`config.mk`:
```
export PLATFORM = sky130hd
export DESIGN_NAME = qrate_meter
export DESIGN_NICKNAME = d
export VERILOG_FILES = /design/src/rtl/qrate_pkg.sv /design/src/rtl/qrate_window.sv /design/src/rtl/qrate_scale.sv /design/src/rtl/qrate_sum.sv /design/src/rtl/qrate_meter.sv
export SDC_FILE = /design/constraint.sdc
export NUM_CORES = 1
export LEC_CHECK = 0
export ABC_AREA = 1
export ABC_CLOCK_PERIOD_IN_PS = 13500
export BUFFER_PORTS_ARGS = -buffer_cell sky130_fd_sc_hd__buf_2
export CAP_MARGIN = 20
export CORE_AREA = 10 10 285 287
export CTS_CLUSTER_SIZE = 8
export DETAILED_ROUTE_END_ITERATION = 10
export DIE_AREA = 0 0 295 297
export PLACE_DENSITY = 0.66
export SETUP_SLACK_MARGIN = 0.2
export SYNTH_ARGS = -nofsm -noshare
export SYNTH_HDL_FRONTEND = slang
export SYNTH_SLANG_ARGS = --single-unit
```
`constraint.sdc`:
```
create_clock -name clk -period 13.5 [get_ports clk]
set_input_delay 1.35 -clock clk [delete_from_list [all_inputs] [get_ports clk]]
set_output_delay 1.35 -clock clk [all_outputs]
set_load 0.05 [all_outputs]
```
`src/rtl/qrate_pkg.sv`:
```
package qrate_pkg;

    // bits per byte expressed as a left shift
    localparam int BYTE_SHIFT = 3;

    // controller phase: the first closing window only records a baseline
    typedef enum logic {
        ST_BASE = 1'b0,
        ST_RUN  = 1'b1
    } meter_st_e;

endpackage

```
`src/rtl/qrate_window.sv`:
```
module qrate_window #(
    parameter int WIN_W = 32
) (
    input  logic             clk,
    input  logic             rst,
    input  logic [WIN_W-1:0] win_len,
    output logic             close,
    output logic [WIN_W-1:0] wc
);

    logic [WIN_W-1:0] wc_d, wc_q;

    always_comb begin
        close = 1'b0;
        wc_d  = wc_q + 1'b1;
        if (win_len == '0) begin
            wc_d = '0;
        end else if (wc_q >= win_len - 1'b1) begin
            close = 1'b1;
            wc_d  = '0;
        end
    end

    always_ff @(posedge clk) begin
        if (rst) wc_q <= '0;
        else     wc_q <= wc_d;
    end

    assign wc = wc_q;

endmodule

```
`src/rtl/qrate_scale.sv`:
```
module qrate_scale
    import qrate_pkg::*;
#(
    parameter int CNT_W  = 32,
    parameter int RATE_W = 32
) (
    input  logic [CNT_W-1:0]  delta,
    output logic [RATE_W-1:0] rate
);

    localparam int EXT_W = CNT_W + BYTE_SHIFT;

    logic [EXT_W-1:0] wide;

    always_comb begin
        wide = EXT_W'(delta) << BYTE_SHIFT;
        if ((wide >> RATE_W) != '0) rate = '1;
        else                        rate = wide[RATE_W-1:0];
    end

endmodule

```
`src/rtl/qrate_sum.sv`:
```
module qrate_sum #(
    parameter int NUM_Q  = 4,
    parameter int RATE_W = 32
) (
    input  logic [NUM_Q-1:0][RATE_W-1:0] rates,
    output logic [RATE_W-1:0]            total
);

    localparam int ACC_W = RATE_W + $clog2(NUM_Q) + 1;

    logic [ACC_W-1:0] acc;

    always_comb begin
        acc = '0;
        for (int i = 0; i < NUM_Q; i++) begin
            acc = acc + ACC_W'(rates[i]);
        end
        if ((acc >> RATE_W) != '0) total = '1;
        else                       total = acc[RATE_W-1:0];
    end

endmodule

```
`src/rtl/qrate_meter.sv`:
```
module qrate_meter
    import qrate_pkg::*;
#(
    parameter int NUM_Q  = 4,
    parameter int CNT_W  = 32,
    parameter int WIN_W  = 32,
    parameter int RATE_W = 32
) (
    input  logic                    clk,
    input  logic                    rst,
    input  logic [WIN_W-1:0]        win_len,
    input  logic [NUM_Q*CNT_W-1:0]  byte_cnt,
    output logic [NUM_Q*RATE_W-1:0] rate_q,
    output logic [RATE_W-1:0]       rate_total
);

    typedef struct packed {
        meter_st_e                    fsm;
        logic                         pub;
        logic [NUM_Q-1:0][CNT_W-1:0]  prev;
        logic [NUM_Q-1:0][CNT_W-1:0]  delta;
        logic [NUM_Q-1:0][RATE_W-1:0] rate;
        logic [RATE_W-1:0]            total;
    } meter_t;

    meter_t st_d, st_q;

    logic                         close_w;
    logic [WIN_W-1:0]             wc_w;
    logic [NUM_Q-1:0][CNT_W-1:0]  cnt_arr;
    logic [NUM_Q-1:0][RATE_W-1:0] scaled_w;
    logic [RATE_W-1:0]            total_w;
    logic                         pub_w;

    qrate_window #(.WIN_W(WIN_W)) u_win (
        .clk     (clk),
        .rst     (rst),
        .win_len (win_len),
        .close   (close_w),
        .wc      (wc_w)
    );

    for (genvar gi = 0; gi < NUM_Q; gi++) begin : g_queue
        assign cnt_arr[gi] = byte_cnt[gi*CNT_W +: CNT_W];

        qrate_scale #(.CNT_W(CNT_W), .RATE_W(RATE_W)) u_scale (
            .delta (st_q.delta[gi]),
            .rate  (scaled_w[gi])
        );

        assign rate_q[gi*RATE_W +: RATE_W] = st_q.rate[gi];
    end

    qrate_sum #(.NUM_Q(NUM_Q), .RATE_W(RATE_W)) u_sum (
        .rates (scaled_w),
        .total (total_w)
    );

    always_comb begin
        st_d     = st_q;
        st_d.pub = 1'b0;
        if (win_len == '0) begin
            st_d.fsm = ST_BASE;
        end else if (close_w) begin
            for (int i = 0; i < NUM_Q; i++) begin
                st_d.prev[i] = cnt_arr[i];
                if (st_q.fsm == ST_RUN) begin
                    st_d.delta[i] = cnt_arr[i] - st_q.prev[i];
                end
            end
            st_d.pub = (st_q.fsm == ST_RUN);
            st_d.fsm = ST_RUN;
        end
        if (st_q.pub) begin
            st_d.rate  = scaled_w;
            st_d.total = total_w;
        end
    end

    always_ff @(posedge clk) begin
        if (rst) st_q <= '0;
        else     st_q <= st_d;
    end

    assign rate_total = st_q.total;
    assign pub_w      = st_q.pub;

endmodule

```
======== Word level (Yosys, flattened, before mapping) ========
Index checks and enable logic that the tools add are counted.
operators by class
  add/sub/neg operators ................... 9
  magnitude comparators ................... 1
  multiplexer cells ....................... 7
  bitwise operators ....................... 2
  reduce and logical (&&, ||, !) cells .... 11
operator list
  kind                     number
  $reduce_bool A35 Y1      5
  $mux W32                 5
  $sub A32 B32 Y32         4
  $add A35 B32 Y35         2
  $add A32 B32 Y33         1
  $add A32 B1 Y32 const B  1
  $ge A32 B32 Y1           1
  $logic_not A32 Y1        1
  $sub A32 B1 Y32 const B  1
  $reduce_or A3 Y1         2
  $reduce_and A3 Y1        1
  $mux W1                  2
  $not A1 Y1               2
  $reduce_and A2 Y1        1
  $reduce_or A2 Y1         1
storage, ports and cells
  bits in registers ....................... 450
  bits of input ports ..................... 162
  output and inout port bits .............. 160
  logic and storage cells ................. 46

======== Longest topological paths before layout ========
  depth after elaboration ................. 7
  depth in mapped cells ................... 32
  mapped depth without buffers ............ 30

======== Cells and area by module ========
A second synthesis with hierarchy kept.
unflattened totals
  cell total of the unflattened synthesis .. 5799
  area, all modules ....................... 35434.0 µm²
by module, submodules not included
  module        times used  cells each  area an instance (µm²)  seq. area each (µm²)
  qrate_meter   1           4085        25577.0                 8368.0
  qrate_sum     1           924         5146.2                  0.0
  qrate_window  1           514         3324.4                  640.6
  qrate_scale   4           69          346.6                   0.0

======== Worst setup path before layout ========
Ideal clock, no wire load.
  kind .................................... register to register
  start point ............................. reg st_q[191] (netlist bit)
  end point ............................... reg st_q (netlist bit rate_total[10])
  setup time .............................. 0.117 ns
  arrival time ............................ 4.276 ns
  required time ........................... 13.383 ns
  slack ................................... 9.107 ns
  stages on the path, launching flop included .. 30
  path buffers ............................ 2
  period minus slack after synthesis ...... 4.393 ns
  cell sequence ........................... dfxtp_1 > nor2_1 > nand2_1 > clkbuf_1 > or2_2 > ha_1 > nand2_1 > o21ai_0 > nand3_1 > nand2_1 > nand2_1 > nand2_1 > nand2_1 > nand2_1 > a21oi_1 > xnor2_1 > fa_1 > ha_1 > nand2_1 > inv_1 > nand2_1 > and2_1 > nand2_1 > a21oi_1 > nand2_1 > nand2_1 > nand4_2 > buf_2 > nor2_1 > nor2_1
on the way
  longest elaborated chain between the ends .. 7
ends and longest elaborated chain
  element                               RTL line           text
  start, declared                       qrate_meter.sv:26  meter_t st_d, st_q;
  start signal, assigned                qrate_meter.sv:82  else st_q <= st_d;
  $reduce_bool A35 Y1 (*)               qrate_scale.sv:17  if ((wide >> RATE_W) != '0) rate = '1;
  $mux W32 (*)                          qrate_scale.sv:17
  named net g_queue[0].u_scale.rate[0]  qrate_scale.sv:8   output logic [RATE_W-1:0] rate
  $add A32 B32 Y33 (*)                  qrate_sum.sv:16    acc = acc + ACC_W'(rates[i]);
  $add A35 B32 Y35 (*) (2 in a row)     qrate_sum.sv:16
  $reduce_bool A35 Y1                   qrate_sum.sv:18    if ((acc >> RATE_W) != '0) total = '1;
  $mux W32 (*)                          qrate_sum.sv:18
Mark *: on every way through the listed nets, which the timed path passes. The rest lies on a longest branch.
A chain may end at the register's enable or synchronous reset.

======== Worst setup path after layout ========
  start point ............................. reg st_q[189] (netlist bit)
  end point ............................... reg st_q (netlist bit rate_total[15])
on the way
  longest elaborated chain between the ends .. 7
ends and longest elaborated chain
  element                                RTL line
  $reduce_bool A35 Y1                    qrate_scale.sv:17
  $mux W32                               qrate_scale.sv:17
  named net g_queue[0].u_scale.rate[16]  qrate_scale.sv:8
  $add A32 B32 Y33                       qrate_sum.sv:16
  $add A35 B32 Y35 (2 in a row)          qrate_sum.sv:16
  $reduce_bool A35 Y1                    qrate_sum.sv:18
  $mux W32                               qrate_sum.sv:18
The timed path passes the listed nets, and every way through them passes these cells.

==> results.md <==
- Synthesis produced a netlist whose cell count is 5382.
- The number of different library cells in the post-synthesis netlist is 44.
- The number of nets with antenna violations after detailed routing is 0.
- The post-DP HPWL is 92500 microns.
- The depth of the CTS H-tree is 3.
- The worst reg-to-reg setup slack is 7.20 ns.
- The die covers 87600 sq um.
- The clock tree from TritonCTS is done.
- The detailed-route wire length is 115000 microns.
- The ratio of cells with drive above 1 in the final layout is 9.05%.
- The global-route wire length before repair is 176000 microns.
- The core footprint is 75400 sq um.
- The reg-to-reg critical path endpoint is rate_total[15].
- The max-slew violation count was 0.
- The utilization after layout is 48.5%.
- The clock period could shrink to 6.30 ns.
- Global routing used 6.10% of the available met3 tracks.
- For this run the aggregate overflow at the end of global routing stands at 0.
- For this design, the sink count on the clock tree is 442.
- In this run the core area contains 101 standard-cell rows.
- In the synthesized netlist the async set-or-reset flop fraction comes to 0%.
- For this design, the CTS-stage hold fixing added 0 buffers.
- The standby leakage power is 19.7 nW.
- The number of setup buffers added after CTS is 0.
- In the synthesized netlist the dominant register cell turns out to be dfxtp_1.
- The library cells used most frequently in the layout, excluding fill and tap cells, are nand2_1 (1327), inv_1 (831), nor2_1 (732), dfxtp_1 (440), a21oi_1 (380).
- Gates resized during post-CTS repair numbered 0.
- The routed layout has 32800 vias.
- The count of max-cap constraint violations is 0.
- The transition at the pin with the smallest max-transition slack is 1.23 ns.
- The critical path starts at st_q[189].
- Adding up every negative setup slack in the final design gives 0 ns.
- The final critical-path setup slack is 7.20 ns.
- After the last flow step, the layout net total stands at 5896.
- Setup violations remaining at the end of the flow were counted as 0.
- The iteration-0 DRC count of the detailed router is 2688.
- The number of buffers created by CTS is 67.
- Dividing the detail-routed wire length by the instance count gives 17.8 microns.
- The x dimension of the die is 295 microns.
- Before CTS, the worst setup slack after placement is 7.15 ns.
- The total placed cells including tap cells is 6381.
- The global-route usage over all layers is 25.4%.
- The achievable clock frequency is 159 MHz.
- The non-filler instance count after layout is 6469.
- The path class of the tightest hold or removal check is reg2reg.
- The final estimated routing congestion in global placement is 1.02.
- For this run, the detailed router's first-pass iteration total came to 6.
- Input and output buffers added on the ports amount to 321.
- The yosys synthesis warning count is 0.
- Entering global routing, the biggest net connects 179 pins.
- For this design the ratio of total power to cell area is 88.3 nW/um^2.
- The worst-case IR drop observed on VDD is 0.0000816 V.
- At the worst endpoint, the arrival time is 6.78 ns.
- The start-to-end type of the worst setup path is reg2reg.
- The initial core utilization is 44.6%.
- The flow ran to the end, and the final reports show no timing, DRC or antenna violations.
- Counting cells, the worst reg-to-reg path comes to 26.
- The longest clock path from root to sink contains 3 buffers.
- The startpoint of the lowest-slack register-to-register path is st_q[189].
- The netlist area before placement is 33700 sq um.
- Counting flops and latches in the post-synthesis netlist gives 442.
- The die extent in y is 297 microns.
- In this run the worst setup path terminates at rate_total[15].
- The post-synth net total is 5804.
- The cell at the root of the clock tree is clkbuf_16.
- The layer flagged by global routing as most heavily used is met2.
- For met1 alone, demand over resource in global routing was 36.7%.
- The met2 capacity usage during global routing is 36.8%.
- The post-route worst hold slack is 0.455 ns.
- The source-to-sink clock delay at the later pin of the worst-skew pair is 0.61 ns.
- Setup repair after global routing left no endpoint under its margin.
- The endpoint type of the worst setup path is a flop.
- The area growth from synthesis to layout is 8.62%.
- The synthesized area per cell is 6.25 sq um.
- The endpoint required time on the critical path is 13.98 ns.
- The total count of hold-check failures in the final report is 0.
- For this design the top-level I/O count stands at 322.
- The via count of the first global-routing pass is 30165.
- The number of flops mapped to enable cells by yosys is 0.
- Of the synthesized area, sequential elements account for 26.3%.
- After clock tree synthesis, the clock-pin slew on the worst setup and hold paths is 0.05 ns.
- The remaining design rule violation count is 0.
- Using the TritonRoute via totals, the vias-per-cell ratio works out to 5.07.
- The most common cell after layout, fill and taps aside is nand2_1.
- Along the worst path, the maximum fanout reaches 26.
- The final setup skew is 0.0314 ns.
- The ratio of final minimum period to clock period is 46.7%.
- In this run the tightest slew margin relative to its limit is 18.1%.
- STA classifies the critical path startpoint as a flop.
- 0 antenna diodes ended up in the layout.
- The initial antenna violation count is 2.
where the power goes:
| group | switching (mW) | internal (mW) | total [mW] | leakage (nW) |
|---|---|---|---|---|
| combinational | 0.229 | 0.115 | 0.344 | 15.2 |
| clock | 0.626 | 0.950 | 1.58 | 0.928 |
| sequential | 0.000792 | 1.31 | 1.31 | 3.56 |
| total | 0.856 | 2.37 | 3.23 | 19.7 |
state kept, by name (all words and copies together), names as in the netlist:
signal / flops
u_win.wc: 32
rate_total: 32
st_q: 257
rate_q: 120
pub_w: 1
how the worst min path moves through the flow:
stage,from,endpoint,slack [ns],depth (start not counted)
CTS,st_q[334],st_q[334],0.46,2
global route,st_q[366],st_q[366],0.47,2
global placement,st_q[310],st_q[310],0.44,2
floorplan,u_win.wc[0],u_win.wc[0],0.43,1
detailed placement,st_q[334],st_q[334],0.45,2
finish,st_q[358],st_q[358],0.45,2
layout make-up:
class | instances | area, sq um
fill | 8061 | 38900
multi-input combinational | 3769 | 19600
sequential | 442 | 8850
inverter | 858 | 3230
clock buffer | 79 | 1800
timing repair buffer | 336 | 1770
tap | 978 | 1220
clock inverter | 7 | 96.3
Yosys cell counts, drive strengths merged, types with 6 or more instances:
| cell type | n | area [sq um] |
|---|---|---|
| a21o | 8 | 60.1 |
| a21oi | 381 | 1910 |
| a31oi | 10 | 62.6 |
| and2 | 6 | 37.5 |
| buf | 227 | 1710 |
| clkbuf | 86 | 323 |
| dfxtp | 442 | 8850 |
| fa | 37 | 741 |
| ha | 223 | 2790 |
| inv | 856 | 3210 |
| nand2 | 1329 | 4990 |
| nand3 | 246 | 1240 |
| nand3b | 17 | 128 |
| nand4 | 75 | 475 |
| nor2 | 736 | 2770 |
| nor3 | 62 | 337 |
| nor3b | 9 | 72.6 |
| nor4 | 13 | 81.3 |
| o211ai | 12 | 90.1 |
| o21a | 6 | 45.0 |
| o21ai | 364 | 1820 |
| o21bai | 37 | 278 |
| or2 | 42 | 263 |
| xnor2 | 32 | 280 |
| xor2 | 121 | 1060 |
through the flow:
| stage | instance area (sq um) | power (mW) |
|---|---|---|
| floorplan | 33700 | 1.56 |
| global placement | 34600 | 1.67 |
| detailed placement | 34600 | 1.67 |
| CTS | 36500 | 3.26 |
| global route | 36600 | 3.36 |
| finish | 36600 | 3.23 |
layer usage:
metal / vias to the layer above / routed length (microns)
met2: 984 / 47300
met5: - / 13
met4: 2 / 2950
met1: 14743 / 55100
li1: 16917 / -
met3: 154 / 9730
worst max-delay path, stage by stage, from the launching register on:
cell	delay, ns
dfxtp_1	0.31
nor2_1	0.08
nand2_1	0.05
buf_4	0.19
inv_1	0.71
nand2_1	0.41
ha_1	0.53
a21oi_1	0.19
inv_1	0.08
a21oi_1	0.33
and2_1	0.18
nand2_1	0.07
nand3_1	0.12
nand2_1	0.06
nand2_1	0.05
nand2_1	0.10
fa_1	0.48
ha_1	0.41
a21oi_1	0.21
and2_1	0.17
nand2_1	0.08
a21oi_1	0.20
nand2_1	0.09
nand2_1	0.10
nand4_2	0.52
nor2_1	0.32
nor2_1	0.06
kinds of logic after synthesis:
group / synth area share, %
AND/OR/NAND/NOR: 30.9
buffers and inverters: 15.6
AO/OA/AOI/OAI: 12.7
flip-flops: 26.3
adder cells (fa/ha/maj): 10.5
XOR/XNOR: 3.98
Power figures use the tool's default switching activity.
